## src/rtl/rgu_pkg.sv

```systemverilog
// Package: shared constants of the reset generator.
// Assumes byte addressing with a 4-byte stride between words.
package rgu_pkg;
    localparam int unsigned RGU_WORD_W     = 32;
    localparam int unsigned RGU_NUM_WORDS  = 2;
    localparam int unsigned RGU_ADDR_W     = 12;
    localparam int unsigned RGU_CTRL_BASE  = 32'h100;
    localparam int unsigned RGU_STAT_BASE  = 32'h150;
    localparam int unsigned RGU_WORD_STEP  = 4;
    localparam int unsigned RGU_PULSE_DEF  = 16;
    // Lines 12 and 56 are held until software releases them.
    localparam logic [63:0] RGU_HELD_DEF   = 64'h0100_0000_0000_1000;
endpackage

```

## src/rtl/rgu_reg_decode.sv

```systemverilog
// Module: register decode for the reset generator.
// Turns a write into one strobe per control word, and builds combinational
// read data from the line states. Control words read the active state;
// status words read it inverted. Unmapped addresses read 0.
// Assumes that at most one word is written per cycle.
module rgu_reg_decode #(
    parameter int unsigned NUM_WORDS = rgu_pkg::RGU_NUM_WORDS,
    parameter int unsigned WORD_W    = rgu_pkg::RGU_WORD_W,
    parameter int unsigned ADDR_W    = rgu_pkg::RGU_ADDR_W,
    parameter int unsigned CTRL_BASE = rgu_pkg::RGU_CTRL_BASE,
    parameter int unsigned STAT_BASE = rgu_pkg::RGU_STAT_BASE,
    parameter int unsigned WORD_STEP = rgu_pkg::RGU_WORD_STEP
) (
    input  logic [ADDR_W-1:0]           addr,
    input  logic                        wr_en,
    input  logic [NUM_WORDS*WORD_W-1:0] line_state,
    output logic [NUM_WORDS-1:0]        word_wr_stb,
    output logic [WORD_W-1:0]           rdata
);
    genvar w;
    generate
        for (w = 0; w < NUM_WORDS; w++) begin : g_stb
            localparam logic [ADDR_W-1:0] CTRL_ADDR = ADDR_W'(CTRL_BASE + w * WORD_STEP);
            // Write strobe for control word w.
            assign word_wr_stb[w] = wr_en && (addr == CTRL_ADDR);
        end
    endgenerate

    // Read mux: control words, then status words, default zero.
    always_comb begin
        rdata = '0;
        for (int i = 0; i < NUM_WORDS; i++) begin
            if (addr == ADDR_W'(CTRL_BASE + i * WORD_STEP))
                rdata = line_state[i*WORD_W +: WORD_W];
            if (addr == ADDR_W'(STAT_BASE + i * WORD_STEP))
                rdata = ~line_state[i*WORD_W +: WORD_W];
        end
    end
endmodule

```

## src/rtl/rgu_line.sv

```systemverilog
// Module: one reset line with a registered output.
// HELD = 0: a write of 1 loads a down-counter, and the line stays active
//           for PULSE_CYCLES cycles; a write of 0 is ignored.
// HELD = 1: the line follows the written bit on every write to its word.
// Assumes wr_stb is high only in cycles that write this line's word.
module rgu_line #(
    parameter int unsigned PULSE_CYCLES = rgu_pkg::RGU_PULSE_DEF,
    parameter bit          HELD         = 1'b0
) (
    input  logic clk,
    input  logic rst_n,
    input  logic wr_stb,
    input  logic wr_bit,
    output logic line_o
);
    localparam int unsigned CNT_W = $clog2(PULSE_CYCLES + 1);
    localparam logic [CNT_W-1:0] CNT_LOAD = CNT_W'(PULSE_CYCLES);

    logic line_q;
    assign line_o = line_q;

    generate
        if (HELD) begin : g_held
            // Held latch: take the written bit, otherwise keep the state.
            always_ff @(posedge clk) begin
                if (!rst_n)
                    line_q <= 1'b0;
                else if (wr_stb)
                    line_q <= wr_bit;
            end
        end else begin : g_pulse
            logic [CNT_W-1:0] cnt_q;
            logic [CNT_W-1:0] cnt_nxt;

            // Next count: reload on a write of 1, else count down to zero.
            always_comb begin
                cnt_nxt = cnt_q;
                if (wr_stb && wr_bit)
                    cnt_nxt = CNT_LOAD;
                else if (cnt_q != '0)
                    cnt_nxt = cnt_q - 1'b1;
            end

            // Counter and glitch-free output register.
            always_ff @(posedge clk) begin
                if (!rst_n) begin
                    cnt_q  <= '0;
                    line_q <= 1'b0;
                end else begin
                    cnt_q  <= cnt_nxt;
                    line_q <= (cnt_nxt != '0);
                end
            end
        end
    endgenerate
endmodule

```

## src/rtl/reset_gen_unit.sv

```systemverilog
// Module: top of the register-controlled reset generator.
// Decodes the register port and instantiates one rgu_line per output.
// Bits of HELD_MASK pick held lines. Line 0 doubles as the whole-chip
// reset request. Assumes a single clock and a synchronous active-low reset.
module reset_gen_unit #(
    parameter int unsigned NUM_WORDS    = rgu_pkg::RGU_NUM_WORDS,
    parameter int unsigned WORD_W       = rgu_pkg::RGU_WORD_W,
    parameter int unsigned ADDR_W       = rgu_pkg::RGU_ADDR_W,
    parameter int unsigned CTRL_BASE    = rgu_pkg::RGU_CTRL_BASE,
    parameter int unsigned STAT_BASE    = rgu_pkg::RGU_STAT_BASE,
    parameter int unsigned WORD_STEP    = rgu_pkg::RGU_WORD_STEP,
    parameter int unsigned PULSE_CYCLES = rgu_pkg::RGU_PULSE_DEF,
    parameter logic [NUM_WORDS*WORD_W-1:0] HELD_MASK = rgu_pkg::RGU_HELD_DEF
) (
    input  logic                        clk,
    input  logic                        rst_n,
    input  logic [ADDR_W-1:0]           reg_addr,
    input  logic                        reg_wr_en,
    input  logic [WORD_W-1:0]           reg_wdata,
    output logic [WORD_W-1:0]           reg_rdata,
    output logic [NUM_WORDS*WORD_W-1:0] line_rst_o,
    output logic                        chip_rst_req_o
);
    localparam int unsigned NUM_LINES = NUM_WORDS * WORD_W;

    logic [NUM_WORDS-1:0] word_wr_stb;
    logic [NUM_LINES-1:0] line_state;

    rgu_reg_decode #(
        .NUM_WORDS (NUM_WORDS),
        .WORD_W    (WORD_W),
        .ADDR_W    (ADDR_W),
        .CTRL_BASE (CTRL_BASE),
        .STAT_BASE (STAT_BASE),
        .WORD_STEP (WORD_STEP)
    ) i_decode (
        .addr        (reg_addr),
        .wr_en       (reg_wr_en),
        .line_state  (line_state),
        .word_wr_stb (word_wr_stb),
        .rdata       (reg_rdata)
    );

    genvar n;
    generate
        for (n = 0; n < NUM_LINES; n++) begin : g_line
            rgu_line #(
                .PULSE_CYCLES (PULSE_CYCLES),
                .HELD         (HELD_MASK[n])
            ) i_line (
                .clk    (clk),
                .rst_n  (rst_n),
                .wr_stb (word_wr_stb[n / WORD_W]),
                .wr_bit (reg_wdata[n % WORD_W]),
                .line_o (line_state[n])
            );
        end
    endgenerate

    assign line_rst_o     = line_state;
    assign chip_rst_req_o = line_state[0];
endmodule

```

## config.mk

```make
export PLATFORM = sky130hd
export DESIGN_NAME = reset_gen_unit
export DESIGN_NICKNAME = d
export VERILOG_FILES = /design/src/rtl/rgu_pkg.sv /design/src/rtl/rgu_reg_decode.sv /design/src/rtl/rgu_line.sv /design/src/rtl/reset_gen_unit.sv
export SDC_FILE = /design/constraint.sdc
export NUM_CORES = 1
export LEC_CHECK = 0
export BUFFER_PORTS_ARGS = -buffer_cell sky130_fd_sc_hd__buf_4
export CORE_MARGIN = 4
export CORE_UTILIZATION = 40
export DETAILED_ROUTE_END_ITERATION = 10
export GPL_ROUTABILITY_DRIVEN = 0
export PLACE_DENSITY = 0.63
export SETUP_SLACK_MARGIN = 0.1
export SYNTH_ARGS = -nofsm -noshare
export SYNTH_HDL_FRONTEND = slang
export SYNTH_SLANG_ARGS = --single-unit
```

## constraint.sdc

```tcl
create_clock -name clk -period 2.19 [get_ports clk]
set_input_delay 0.438 -clock clk [delete_from_list [all_inputs] [get_ports clk]]
set_output_delay 0.438 -clock clk [all_outputs]
set_load 0.01 [all_outputs]
```

==> metrics.cfg <==
[status]
status = finished with violations
violations = setup timing

[floorplanning]
die_height_um = 225.1
ios = 144
num_rows = 79
initial_core_util = 0.4049
core_mm2 = 0.04656
die_w_um = 225.1
fp.dieArea_mm2 = 0.05066

[clock_tree]
cts_buffer_depth = 3
hold_buffers = 0
cts_tree = done
path_clk_slew_ps = 60
insertion_delay_ps = 560
cts_buffers = 43
cts_root_buffer = clkbuf_16
htreeDepth = 2
clock_sinks = 374

[timing]
worst_slew_pin_slew_ps = 574.7
fin_crit_ps = 2385
drv_slew = 0
max_freq_mhz = 419.3
rsz0062_at_grt = yes
slew_headroom = 0.6139
setup_viol_count_final = 32
final_hold_viol_count = 0
setup_ws_ps = -194.9
tns_ps = -5141
skew_ps = 16.54
fin_crit_sh = 1.089

[route]
avgViaCountPerCell = 5.081
dr_total_vias = 15590
wire_per_inst_um = 13.94
drtIter0Drc = 658
wl_mm = 42.78
ant_nets = 0
firstDrtPassIters = 5
drc_errors = 0

[hold_path]
min_path_type = input port to flop

[placement]
place_area_mm2 = 0.02075
port_buffers = 143
dp_hpwl_mm = 31.48
pre_cts_slack_ps = -236.2

[worst_setup_path]
crit_arrival_ps = 1950
critical-path-top-delay-family = simple AND/OR/NAND/NOR gates
cp_slowest_stage_delay_ps = 540
path_max_fanout = 17
critPathRequiredTime_ps = 1750
critPathBufInv = 3
rrSetupSlack_ps = 210
crit_path_end_kind = primary output
slowest_stage = or4b_4
worstPathCellList = buf_6 -> or4b_4 -> or3_4 -> buf_12 -> nor2_4 -> buf_4
worstSetupPathType = input port to primary output
startpoint_type = input port

[layout]
final_layout_size_suffix_gt1_frac = 0.1516
finalNetCount = 2539
synthToLayoutAreaGrowth_pct = 17.87
finalInstanceArea_mm2 = 0.02222
final_core_util = 0.4772
nFillCells = 4362

[run]
maxCapViolations = 0

[synth]
ys_types = 52
netlist_area_mm2 = 0.01885
seq_area_frac_synth = 0.3972
ys.flop_type = dfxtp_1
ys_warn_count = 0
synthArstFlopShare = 0
syn-num-nets = 2421
syn_inst = 2312
ys_ff_latch = 374
synth.avg_cell_area_um2 = 8.153
synth_edf_count = 0

[grt]
grt_overflow = 0
antenna_found_initial = 1
grt_max_degree = 53
grt_pass1_wl_mm = 70.76
grt_pass1_vias = 14750
grt_usage = 0.1642

[power]
p_leak_nw = 8.855
power.density_mw_per_mm2 = 1593
power_mw = 35.40
ir_drop_uv = 855.8

final timing paths:
path | cells after the start | to | start
setup reg to reg | 6 | g_line[27].i_line.line_o | g_line[27].i_line.g_pulse.cnt_q[0]
setup / recovery | 6 | reg_rdata[4] | reg_addr[5]
hold / removal | 3 | g_line[19].i_line.line_o | reg_wdata[19]
hold reg to reg | 2 | g_line[36].i_line.g_pulse.cnt_q[4] | g_line[36].i_line.g_pulse.cnt_q[4]
cell type report:
cell class | count | area (µm²) | area share
Multi-Input combinational cell | 1681 | 10420 | 0.4691
Sequential cell | 374 | 7487 | 0.3370
Timing Repair Buffer | 198 | 1692 | 0.07614
Clock buffer | 62 | 1249 | 0.05620
Tap cell | 607 | 759.5 | 0.03418
Inverter | 132 | 495.5 | 0.02230
Clock inverter | 14 | 110.1 | 0.004956
Antenna cell | 1 | 2.502 | 0.0001126
logic make-up (layout without fill, tap and decap cells):
kind of cell,Yosys count,after routing,share of synthesized area
DFF,374,374,0.3972
muxes,34,34,0.01806
buffers and inverters,257,406,0.06678
other,0,1,0
AOI/OAI and AO/OA,375,375,0.1303
xor gates and xnor gates,192,192,0.08921
and+or+nand+nor,1018,1018,0.2573
adders and majority gates,62,62,0.04115
flip-flops by register name (all words and copies together) (netlist names):
register	count
g_line.i_line.line_o	64
g_line.i_line.g_pulse.cnt_q	310
cells in the mapped netlist, drive strengths merged (30+ instances only):
library cell / n / share of area
buf: 83 / 0.032
clkbuf: 42 / 0.0084
mux2i: 34 / 0.018
nor2: 279 / 0.056
xnor2: 165 / 0.077
or2: 30 / 0.010
inv: 132 / 0.026
a21boi: 46 / 0.018
dfxtp: 374 / 0.40
nand2b: 57 / 0.019
a211oi: 46 / 0.018
ha: 62 / 0.041
o21ai: 74 / 0.020
nand2: 260 / 0.052
nor3: 230 / 0.061
a21oi: 98 / 0.027
tightest hold or removal path, cell delays in order:
cell     delay (ps)
buf_4            90
a21oi_1          50
nand2_1          50
timing repair:
item / CTS / global route
pin swaps: 1 / 0
endpoints found under the hold margin: 0 / 0
gates resized for setup: 19 / 9
endpoints found under the setup margin: 32 / 36
setup buffers: 1 / 0
per-stage QoR:
| stage | cells | hold slack, ps |
|---|---|---|
| floorplan | 2312 | 451.2 |
| global placement | 2991 | 464.6 |
| detailed placement | 2991 | 470.6 |
| CTS | 3068 | 87.92 |
| global route | 3068 | 106.8 |
| finish | 3069 | 118.0 |
layout by cell type (no fill, tap or decap), types with 30 or more instances in the layout:
master	netlist	final
a211oi_1	46	46
a21oi_1	94	86
buf_4	64	169
clkbuf_16	0	44
dfxtp_1	374	374
ha_1	62	59
inv_1	132	131
mux2i_1	34	34
nand2_1	260	252
nand2b_1	57	57
nor2_1	279	246
nor2_4	0	31
nor3_1	230	230
o21ai_0	70	65
or2_2	30	30
xnor2_1	165	165
layer usage:
metal | share of wire | vias up | track usage
met2 | 0.48 | 211 | 0.2814
met3 | 0.039 | 70 | 0.03113
met1 | 0.46 | 7238 | 0.2134
li1 | - | 8075 | -
met4 | 0.021 | 0 | 0.04289
met5 | 0 | - | 0
power by group:
group	leakage [nW]	switching [mW]	internal [mW]	total, mW
combinational	5.08	8.53	7.85	16.4
sequential	3.10	2.67	9.45	12.1
clock	0.680	2.82	4.07	6.89
total	8.85	14.0	21.4	35.4
Note: power is estimated with default switching activity, not from simulation.
